### src/rtl/sar_pkg.sv
package sar_pkg;

    typedef enum logic [1:0] {
        PH_IDLE   = 2'd0,
        PH_SAMPLE = 2'd1,
        PH_TRIAL  = 2'd2
    } sar_phase_e;

    typedef struct packed {
        logic full;
        logic hold;
    } sar_mode_t;

    function automatic int sample_len(input int total, input int bits, input int step);
        return total - bits * step;
    endfunction

    function automatic int max_of4(input int a, input int b, input int c, input int d);
        int m;
        m = a;
        if (b > m) m = b;
        if (c > m) m = c;
        if (d > m) m = d;
        return m;
    endfunction

endpackage

### src/rtl/sar_seq_timer.sv
module sar_seq_timer
    import sar_pkg::*;
#(
    parameter int FULL_BITS  = 10,
    parameter int SHORT_BITS = 8,
    parameter int CNT_W      = 6,
    parameter int IDX_W      = 4,
    parameter int STEP_PLAIN = 5,
    parameter int STEP_SH    = 3,
    parameter int SAMP_S     = 9,
    parameter int SAMP_F     = 9,
    parameter int SAMP_S_SH  = 4,
    parameter int SAMP_F_SH  = 3
) (
    input  logic             clk,
    input  logic             rst,
    input  logic             go,
    input  sar_mode_t        mode_in,
    output logic             busy,
    output logic             trial_on,
    output logic [IDX_W-1:0] bit_pos,
    output logic             decide,
    output logic             final_bit,
    output logic             full_q
);

    sar_phase_e       phase;
    logic [CNT_W-1:0] cnt;
    logic [CNT_W-1:0] step_q;
    logic [CNT_W-1:0] samp_q;
    logic [CNT_W-1:0] sel_step;
    logic [CNT_W-1:0] sel_samp;
    logic [IDX_W-1:0] sel_top;

    always_comb begin
        sel_step = mode_in.hold ? CNT_W'(STEP_SH) : CNT_W'(STEP_PLAIN);
        unique case ({mode_in.full, mode_in.hold})
            2'b00:   sel_samp = CNT_W'(SAMP_S);
            2'b10:   sel_samp = CNT_W'(SAMP_F);
            2'b01:   sel_samp = CNT_W'(SAMP_S_SH);
            default: sel_samp = CNT_W'(SAMP_F_SH);
        endcase
        sel_top = mode_in.full ? IDX_W'(FULL_BITS - 1) : IDX_W'(SHORT_BITS - 1);
    end

    always_ff @(posedge clk) begin
        if (rst) begin
            phase   <= PH_IDLE;
            cnt     <= '0;
            step_q  <= '0;
            samp_q  <= '0;
            bit_pos <= '0;
            full_q  <= 1'b0;
        end else begin
            unique case (phase)
                PH_IDLE: begin
                    if (go) begin
                        full_q  <= mode_in.full;
                        step_q  <= sel_step;
                        samp_q  <= sel_samp;
                        bit_pos <= sel_top;
                        cnt     <= '0;
                        phase   <= (sel_samp == '0) ? PH_TRIAL : PH_SAMPLE;
                    end
                end
                PH_SAMPLE: begin
                    if (cnt == samp_q - CNT_W'(1)) begin
                        cnt   <= '0;
                        phase <= PH_TRIAL;
                    end else begin
                        cnt <= cnt + CNT_W'(1);
                    end
                end
                PH_TRIAL: begin
                    if (cnt == step_q - CNT_W'(1)) begin
                        cnt <= '0;
                        if (bit_pos == '0) begin
                            phase <= PH_IDLE;
                        end else begin
                            bit_pos <= bit_pos - IDX_W'(1);
                        end
                    end else begin
                        cnt <= cnt + CNT_W'(1);
                    end
                end
                default: phase <= PH_IDLE;
            endcase
        end
    end

    assign busy      = (phase != PH_IDLE);
    assign trial_on  = (phase == PH_TRIAL);
    assign decide    = trial_on && (cnt == step_q - CNT_W'(1));
    assign final_bit = decide && (bit_pos == '0);

endmodule

### src/rtl/sar_bit_reg.sv
module sar_bit_reg #(
    parameter int FULL_BITS = 10,
    parameter int IDX_W     = 4
) (
    input  logic                 clk,
    input  logic                 rst,
    input  logic                 go,
    input  logic                 trial_on,
    input  logic                 decide,
    input  logic [IDX_W-1:0]     bit_pos,
    input  logic                 cmp_hi,
    output logic [FULL_BITS-1:0] trial_code,
    output logic [FULL_BITS-1:0] settled
);

    logic [FULL_BITS-1:0] acc;
    logic [FULL_BITS-1:0] probe;

    always_comb begin
        probe   = FULL_BITS'(1) << bit_pos;
        settled = cmp_hi ? (acc | probe) : acc;
    end

    always_ff @(posedge clk) begin
        if (rst) begin
            acc <= '0;
        end else if (go) begin
            acc <= '0;
        end else if (decide) begin
            acc <= settled;
        end
    end

    assign trial_code = trial_on ? (acc | probe) : '0;

endmodule

### src/rtl/sar_result_fmt.sv
module sar_result_fmt #(
    parameter int FULL_BITS  = 10,
    parameter int SHORT_BITS = 8
) (
    input  logic                            clk,
    input  logic                            rst,
    input  logic                            final_bit,
    input  logic                            full_mode,
    input  logic [FULL_BITS-1:0]            settled,
    output logic                            done,
    output logic [SHORT_BITS-1:0]           res_lo,
    output logic [FULL_BITS-SHORT_BITS-1:0] res_hi
);

    localparam int HI_W = FULL_BITS - SHORT_BITS;

    always_ff @(posedge clk) begin
        if (rst) begin
            done   <= 1'b0;
            res_lo <= '0;
            res_hi <= '0;
        end else begin
            done <= final_bit;
            if (final_bit) begin
                res_lo <= settled[SHORT_BITS-1:0];
                res_hi <= full_mode ? settled[FULL_BITS-1:SHORT_BITS] : HI_W'(0);
            end
        end
    end

endmodule

### src/rtl/sar_conv_ctrl.sv
module sar_conv_ctrl
    import sar_pkg::*;
#(
    parameter int FULL_BITS    = 10,
    parameter int SHORT_BITS   = 8,
    parameter int CYC_SHORT    = 49,
    parameter int CYC_FULL     = 59,
    parameter int CYC_SHORT_SH = 28,
    parameter int CYC_FULL_SH  = 33,
    parameter int STEP_PLAIN   = 5,
    parameter int STEP_SH      = 3
) (
    input  logic                            clk,
    input  logic                            rst,
    input  logic                            ref_en,
    input  logic                            start,
    input  logic                            res_full,
    input  logic                            hold_en,
    input  logic                            cmp_hi,
    output logic                            busy,
    output logic                            done,
    output logic [SHORT_BITS-1:0]           res_lo,
    output logic [FULL_BITS-SHORT_BITS-1:0] res_hi,
    output logic [FULL_BITS-1:0]            trial_code
);

    localparam int CYC_MAX   = max_of4(CYC_SHORT, CYC_FULL, CYC_SHORT_SH, CYC_FULL_SH);
    localparam int CNT_W     = $clog2(CYC_MAX + 1);
    localparam int IDX_W     = $clog2(FULL_BITS);
    localparam int SAMP_S    = sample_len(CYC_SHORT,    SHORT_BITS, STEP_PLAIN);
    localparam int SAMP_F    = sample_len(CYC_FULL,     FULL_BITS,  STEP_PLAIN);
    localparam int SAMP_S_SH = sample_len(CYC_SHORT_SH, SHORT_BITS, STEP_SH);
    localparam int SAMP_F_SH = sample_len(CYC_FULL_SH,  FULL_BITS,  STEP_SH);

    sar_mode_t            mode_in;
    logic                 go;
    logic                 trial_on;
    logic                 decide;
    logic                 final_bit;
    logic                 full_q;
    logic [IDX_W-1:0]     bit_pos;
    logic [FULL_BITS-1:0] settled;

    assign mode_in.full = res_full;
    assign mode_in.hold = hold_en;
    assign go           = start & ref_en & ~busy;

    sar_seq_timer #(
        .FULL_BITS (FULL_BITS),
        .SHORT_BITS(SHORT_BITS),
        .CNT_W     (CNT_W),
        .IDX_W     (IDX_W),
        .STEP_PLAIN(STEP_PLAIN),
        .STEP_SH   (STEP_SH),
        .SAMP_S    (SAMP_S),
        .SAMP_F    (SAMP_F),
        .SAMP_S_SH (SAMP_S_SH),
        .SAMP_F_SH (SAMP_F_SH)
    ) u_timer (
        .clk      (clk),
        .rst      (rst),
        .go       (go),
        .mode_in  (mode_in),
        .busy     (busy),
        .trial_on (trial_on),
        .bit_pos  (bit_pos),
        .decide   (decide),
        .final_bit(final_bit),
        .full_q   (full_q)
    );

    sar_bit_reg #(
        .FULL_BITS(FULL_BITS),
        .IDX_W    (IDX_W)
    ) u_bits (
        .clk       (clk),
        .rst       (rst),
        .go        (go),
        .trial_on  (trial_on),
        .decide    (decide),
        .bit_pos   (bit_pos),
        .cmp_hi    (cmp_hi),
        .trial_code(trial_code),
        .settled   (settled)
    );

    sar_result_fmt #(
        .FULL_BITS (FULL_BITS),
        .SHORT_BITS(SHORT_BITS)
    ) u_fmt (
        .clk      (clk),
        .rst      (rst),
        .final_bit(final_bit),
        .full_mode(full_q),
        .settled  (settled),
        .done     (done),
        .res_lo   (res_lo),
        .res_hi   (res_hi)
    );

endmodule

### config.mk
export PLATFORM = sky130hd
export DESIGN_NAME = sar_conv_ctrl
export DESIGN_NICKNAME = d
export VERILOG_FILES = /design/src/rtl/sar_pkg.sv /design/src/rtl/sar_seq_timer.sv /design/src/rtl/sar_bit_reg.sv /design/src/rtl/sar_result_fmt.sv /design/src/rtl/sar_conv_ctrl.sv
export SDC_FILE = /design/constraint.sdc
export NUM_CORES = 1
export LEC_CHECK = 0
export ABC_AREA = 1
export BUFFER_PORTS_ARGS = -buffer_cell sky130_fd_sc_hd__buf_2
export CAP_MARGIN = 20
export CORE_ASPECT_RATIO = 0.7
export CORE_MARGIN = 1
export CORE_UTILIZATION = 40
export DETAILED_ROUTE_END_ITERATION = 7
export SLEW_MARGIN = 20
export SYNTH_ARGS = -nofsm -noshare
export SYNTH_HDL_FRONTEND = slang
export SYNTH_SLANG_ARGS = --single-unit
### constraint.sdc
create_clock -name clk -period 2.3 [get_ports clk]
set_input_delay 0.115 -clock clk [delete_from_list [all_inputs] [get_ports clk]]
set_output_delay 0.115 -clock clk [all_outputs]
set_load 0.05 [all_outputs]
# Word level (Yosys, flattened, before mapping)
# Cells that the tools add are included.
totals:
  input_bits: 7
  ff_bits: 46
  wordCells: 65
  out_inout_bits: 22
classes:
  add_sub_neg: 4
  n_eq_ne: 11
  bitwise_logic: 4
  n_mux: 20
  reduce_logical: 15
  n_shift: 1
op_table:
  columns: ["operator", "n"]
  rows:
  - ["$mux W10", 2]
  - ["$mux W6", 3]
  - ["$pmux W6 S3", 1]
  - ["$mux W4", 4]
  - ["$pmux W4 S2", 2]
  - ["$eq A6 B6 Y1", 2]
  - ["$mux W2", 6]
  - ["$sub A6 B1 Y6 const B", 2]
  - ["$or A10 B10 Y10", 1]
  - ["$shl A1 B4 Y10 const A", 1]
  - ["$ne A2 B2 Y1 const B", 4]
  - ["$reduce_and A4 Y1", 2]
  - ["$add A6 B1 Y6 const B", 1]
  - ["$logic_not A6 Y1", 1]
  - ["$pmux W2 S3", 1]
  - ["$eq A2 B1 Y1 const B", 2]
  - ["$eq A2 B2 Y1 const B", 2]
  - ["$logic_not A2 Y1", 2]
  - ["$logic_not A4 Y1", 1]
  - ["$reduce_and A2 Y1", 2]
  - ["$reduce_bool A2 Y1", 2]
  - ["$reduce_or A2 Y1", 2]
  - ["$sub A4 B1 Y4 const B", 1]
  - ["$mux W3", 1]
  - ["5 further kinds", 7]

# Logic depth before layout (Yosys ltp)
logic_depth:
  word_depth: 7
  mapped_depth: 15
  ltp_nobuf: 15

# Modules after synthesis
# From an unflattened synthesis, not the netlist that was laid out.
unflattened:
  hier_cells: 355
  area_unflattened_um2: 2327.2
by_module_without_submodules:
  columns: ["mod", "cells_each", "area_each_um2", "instances", "seq_area_each_um2"]
  rows:
  - ["sar_seq_timer", 211, 1302.5, 1, 400.4]
  - ["sar_bit_reg", 96, 589.3, 1, 200.2]
  - ["sar_result_fmt", 46, 425.4, 1, 220.2]
  - ["sar_conv_ctrl", 2, 10.0, 1, 0.0]

# Worst setup path before layout
# Ideal clock, no wire load.
synth_timing:
  kind: "reg-to-reg"
  startpoint: "reg u_timer.step_q[0]"
  endpoint: "reg u_fmt.res_lo[0]"
  n_path_buf: 1
  synth_period_minus_slack_ns: 1.860
  required_time_ns: 2.242
  path_slack_ns: 0.440
  setup_time_ns: 0.058
  t_arrival_ns: 1.802
  stages_incl_launch_ff: 14
  cell_sequence: "dfxtp_1 -> inv_1 -> ha_1 -> ha_1 -> inv_1 -> nand2_1 -> nand2_1 -> nor2_2 -> nand3_2 -> nor2_4 -> nand2_4 -> buf_6 -> a21oi_4 -> o21a_1"
synth_via:
  elab_chain_len: 4
synth_lines:
  columns: ["element", "line_no", "rtl"]
  rows:
  - ["from (decl)", "sar_seq_timer.sv:29", "logic [CNT_W-1:0] step_q;"]
  - ["from (signal assigned)", "sar_seq_timer.sv:59", "step_q <= sel_step;"]
  - ["$sub A6 B1 Y6", "sar_seq_timer.sv:93", "assign decide = trial_on && (cnt == step_q - CNT_W'(1));"]
  - ["$eq A6 B6 Y1", "sar_seq_timer.sv:93", null]
  - ["$logic_and A1 B1 Y1", "sar_seq_timer.sv:93", null]
  - ["$logic_and A1 B1 Y1", "sar_seq_timer.sv:94", "assign final_bit = decide && (bit_pos == '0);"]
  - ["to (signal assigned)", "sar_result_fmt.sv:25", "res_lo <= settled[SHORT_BITS-1:0];"]
  - ["to (decl)", "sar_result_fmt.sv:11", "output logic [SHORT_BITS-1:0] res_lo,"]
# No other way between the ends.
# A chain may end at the register's enable or synchronous reset.

# Final worst setup path
layout_timing:
  startpoint: "reg u_timer.step_q[0]"
  endpoint: "reg u_fmt.res_hi[1]"
layout_via:
  elab_chain_len: 4
layout_lines:
  columns: ["element", "line_no", "rtl"]
  rows:
  - ["$sub A6 B1 Y6", "sar_seq_timer.sv:93", null]
  - ["$eq A6 B6 Y1", "sar_seq_timer.sv:93", null]
  - ["$logic_and A1 B1 Y1", "sar_seq_timer.sv:93", null]
  - ["$logic_and A1 B1 Y1", "sar_seq_timer.sv:94", null]
  - ["to (signal assigned)", "sar_result_fmt.sv:26", "res_hi <= full_mode ? settled[FULL_BITS-1:SHORT_BITS] : HI_W'(0);"]
  - ["to (decl)", "sar_result_fmt.sv:12", "output logic [FULL_BITS-SHORT_BITS-1:0] res_hi"]
# No other way between the ends.

==> impl_metrics.env <==
export IMPL_cts_buffers=5
export IMPL_final_period_utilization_pct=88.9
export IMPL_core_area_sq_mm=0.00529
export IMPL_timing_final_crit_period_ns=2.04
export IMPL_tightest_slew_ns=0.398
export IMPL_yosysSeqAreaShare_pct=36.9
export IMPL_synthCells=325
export IMPL_skew_ns=0.00797
export IMPL_synth_distinct_cells=29
export IMPL_startpoint_type="flip-flop"
export IMPL_peakVddDrop_mv=0.488
export IMPL_max_freq_ghz=0.489
export IMPL_htree_levels=2
export IMPL_first_pass_iters=4
export IMPL_hp_class="in2reg"
export IMPL_path_max_fanout=12
export IMPL_portBuffers=28
export IMPL_cts_setup_buffers=0
export IMPL_cts_tree="yes"
export IMPL_slew_headroom_pct=73.4
export IMPL_fp_row_count=22
export IMPL_ctsResizeCount=0
export IMPL_yosysWarnings=0
export IMPL_antenna_found_initial=0
export IMPL_routed_wl_um=5290
export IMPL_finalHoldViolations=0
export IMPL_pin_count=29
export IMPL_layout_common_cells="nand2_1, inv_1, a21oi_1"
export IMPL_grt_pass1_vias=1774
export IMPL_clockBufferDepth=2
export IMPL_areaGrowthSynthToFinish_pct=15.3
export IMPL_vias=2113
export IMPL_post_dp_hpwl_um=4140
export IMPL_instances_no_fill=431
export IMPL_fin_nets=378
export IMPL_clk_pin_slew_ns=0.08
export IMPL_grtUsageTotal_pct=19.2
export IMPL_cts_sinks=41
export IMPL_grt_pass1_wl_um=8740
export IMPL_startpoint="u_timer.step_q[0]"
export IMPL_fill_cells=552
export IMPL_initial_core_util_pct=42.0
export IMPL_insertion_delay_ns=0.29
export IMPL_ant_nets=0
export IMPL_powerDensity_mw_per_mm2=870
export IMPL_viasPerCell=4.90
export IMPL_cts_hold_buffers=0
export IMPL_drive_gt1_share_pct=13.4
export IMPL_synth_nets=345
export IMPL_grt_max_degree=20
export IMPL_grt_overflow=0
export IMPL_setup_tns_ns=0
export IMPL_max_cap_viol_count=0
export IMPL_gp_congestion=0.797
export IMPL_path_class="reg2reg"
export IMPL_clock_root_buffer="clkbuf_8"
export IMPL_avgSynthCellArea_sq_um=6.84
export IMPL_outcome="complete, no violations"
export IMPL_synthesis_area_sq_mm=0.00222
export IMPL_antenna_cells=0
export IMPL_die_height_um=64.4
export IMPL_drc=0
export IMPL_drt_iter0_drc=86
export IMPL_required_ns=2.54
export IMPL_die_w_um=91.1
export IMPL_ys_ff_latch=41
export IMPL_end_kind="flip-flop"
export IMPL_rsz0062_at_grt="no"
export IMPL_final_common_cell="nand2_1"
export IMPL_report_final_slew_viol_count=0
export IMPL_avgRoutedWirePerCell_um=12.3
export IMPL_cp_arrival_ns=2.28
export IMPL_leakage_nw=1.12
export IMPL_setup_viol=0
export IMPL_worstHoldStart="hold_en"
export IMPL_place_inst=423
export IMPL_die_area_sq_mm=0.00586
export IMPL_worstReg2RegStart="u_timer.step_q[0]"
==> routing by layer <==
layer / track usage [%] / vias to the layer above / share of wire [%]
met3: 4.05 / 2 / 7.2
li1: - / 1105 / -
met1: 31.5 / 957 / 56
met5: 0 / - / 0
met2: 24.2 / 49 / 37
met4: 4.56 / 0 / 0.36
==> through the flow <==
step	worst slack, ns	cell area, sq um	utilization (%)	power [W]	hold slack [ns]
global route	0.0184	2560	48.5	0.00238	0.0914
CTS	0.213	2560	48.5	0.00224	0.0807
finish	0.256	2560	48.5	0.00223	0.0743
global placement	0.299	2440	46.3	0.00163	0.373
detailed placement	0.234	2440	46.3	0.00163	0.392
floorplan	0.440	2220	-	0.00144	0.254
==> cells in the mapped netlist (all sizes together) <==
library cell | n | share of area (%)
nor2 | 39 | 7.3
xor2 | 5 | 2.0
clkbuf | 3 | 0.51
nand4 | 2 | 0.56
clkinv | 3 | 0.51
nor3 | 1 | 0.23
o211ai | 1 | 0.34
a2111oi | 1 | 0.39
nand2 | 79 | 14
xnor2 | 1 | 0.39
a31oi | 1 | 0.28
nand3 | 28 | 6.5
or2 | 1 | 0.28
buf | 2 | 0.84
inv | 45 | 7.6
dfxtp | 41 | 37
o21ai | 10 | 2.3
a211oi | 2 | 0.68
nor3b | 2 | 0.68
ha | 13 | 7.3
o21a | 1 | 0.34
a21oi | 44 | 10
==> kinds of logic (layout without fill, tap and decap cells) <==
| group | count (synthesis) | in the layout | synth area share, % |
|---|---|---|---|
| AO/OA/AOI/OAI | 60 | 60 | 14.7 |
| XOR/XNOR | 6 | 6 | 2.36 |
| adder cells (fa/ha/maj) | 13 | 13 | 7.32 |
| buffers and inverters | 53 | 87 | 9.46 |
| flip-flops | 41 | 41 | 36.9 |
| AND/OR/NAND/NOR | 152 | 152 | 29.2 |
==> power by group <==
group          switching [W]  total (W)  leakage, nW  internal [W]
clock network       0.000253   0.000607       0.0585      0.000354
registers          0.0000515   0.000819        0.332      0.000768
logic               0.000559   0.000802        0.729      0.000243
==> worst max-delay path: stages, from the launching register on <==
cell and delay, ns:
dfxtp_1 0.33, inv_1 0.09, ha_1 0.21, ha_1 0.29, inv_1 0.04, nand2_1 0.05, nand2_1 0.06, nor2_2 0.11
nand3_2 0.11, nor2_4 0.22, nand2_4 0.16, nor2_1 0.19, nand3_1 0.09, nand2_1 0.06
==> cell type report <==
cell class | count | area, sq um | area share, %
Multi-Input combinational cell | 231 | 1190 | 46.5
Clock buffer | 7 | 86.3 | 3.37
Tap cell | 72 | 90.1 | 3.52
Timing Repair Buffer | 31 | 163 | 6.35
Inverter | 48 | 180 | 7.03
Sequential cell | 41 | 821 | 32.0
Clock inverter | 1 | 30.0 | 1.17
==> worst paths after layout <==
| check | slack (ns) | depth (start not counted) | endpoint |
|---|---|---|---|
| setup reg to reg | 0.26 | 13 | u_fmt.res_hi[1] |
| hold reg to reg | 0.47 | 2 | u_fmt.res_lo[2] |
| setup / recovery | 0.26 | 13 | u_fmt.res_hi[1] |
| hold / removal | 0.07 | 3 | u_timer.samp_q[1] |
==> sequential cells by signal (all words and copies together) (netlist names) <==
| signal | count |
|---|---|
| u_fmt.done | 1 |
| u_timer.step_q | 3 |
| u_timer.phase | 2 |
| u_timer.bit_pos | 4 |
| u_fmt.res_hi | 2 |
| u_fmt.res_lo | 8 |
| u_timer.cnt | 6 |
| u_timer.samp_q | 4 |
| u_timer.full_q | 1 |
| u_bits.acc | 10 |
No activity file was read; power rests on OpenSTA's default activity.
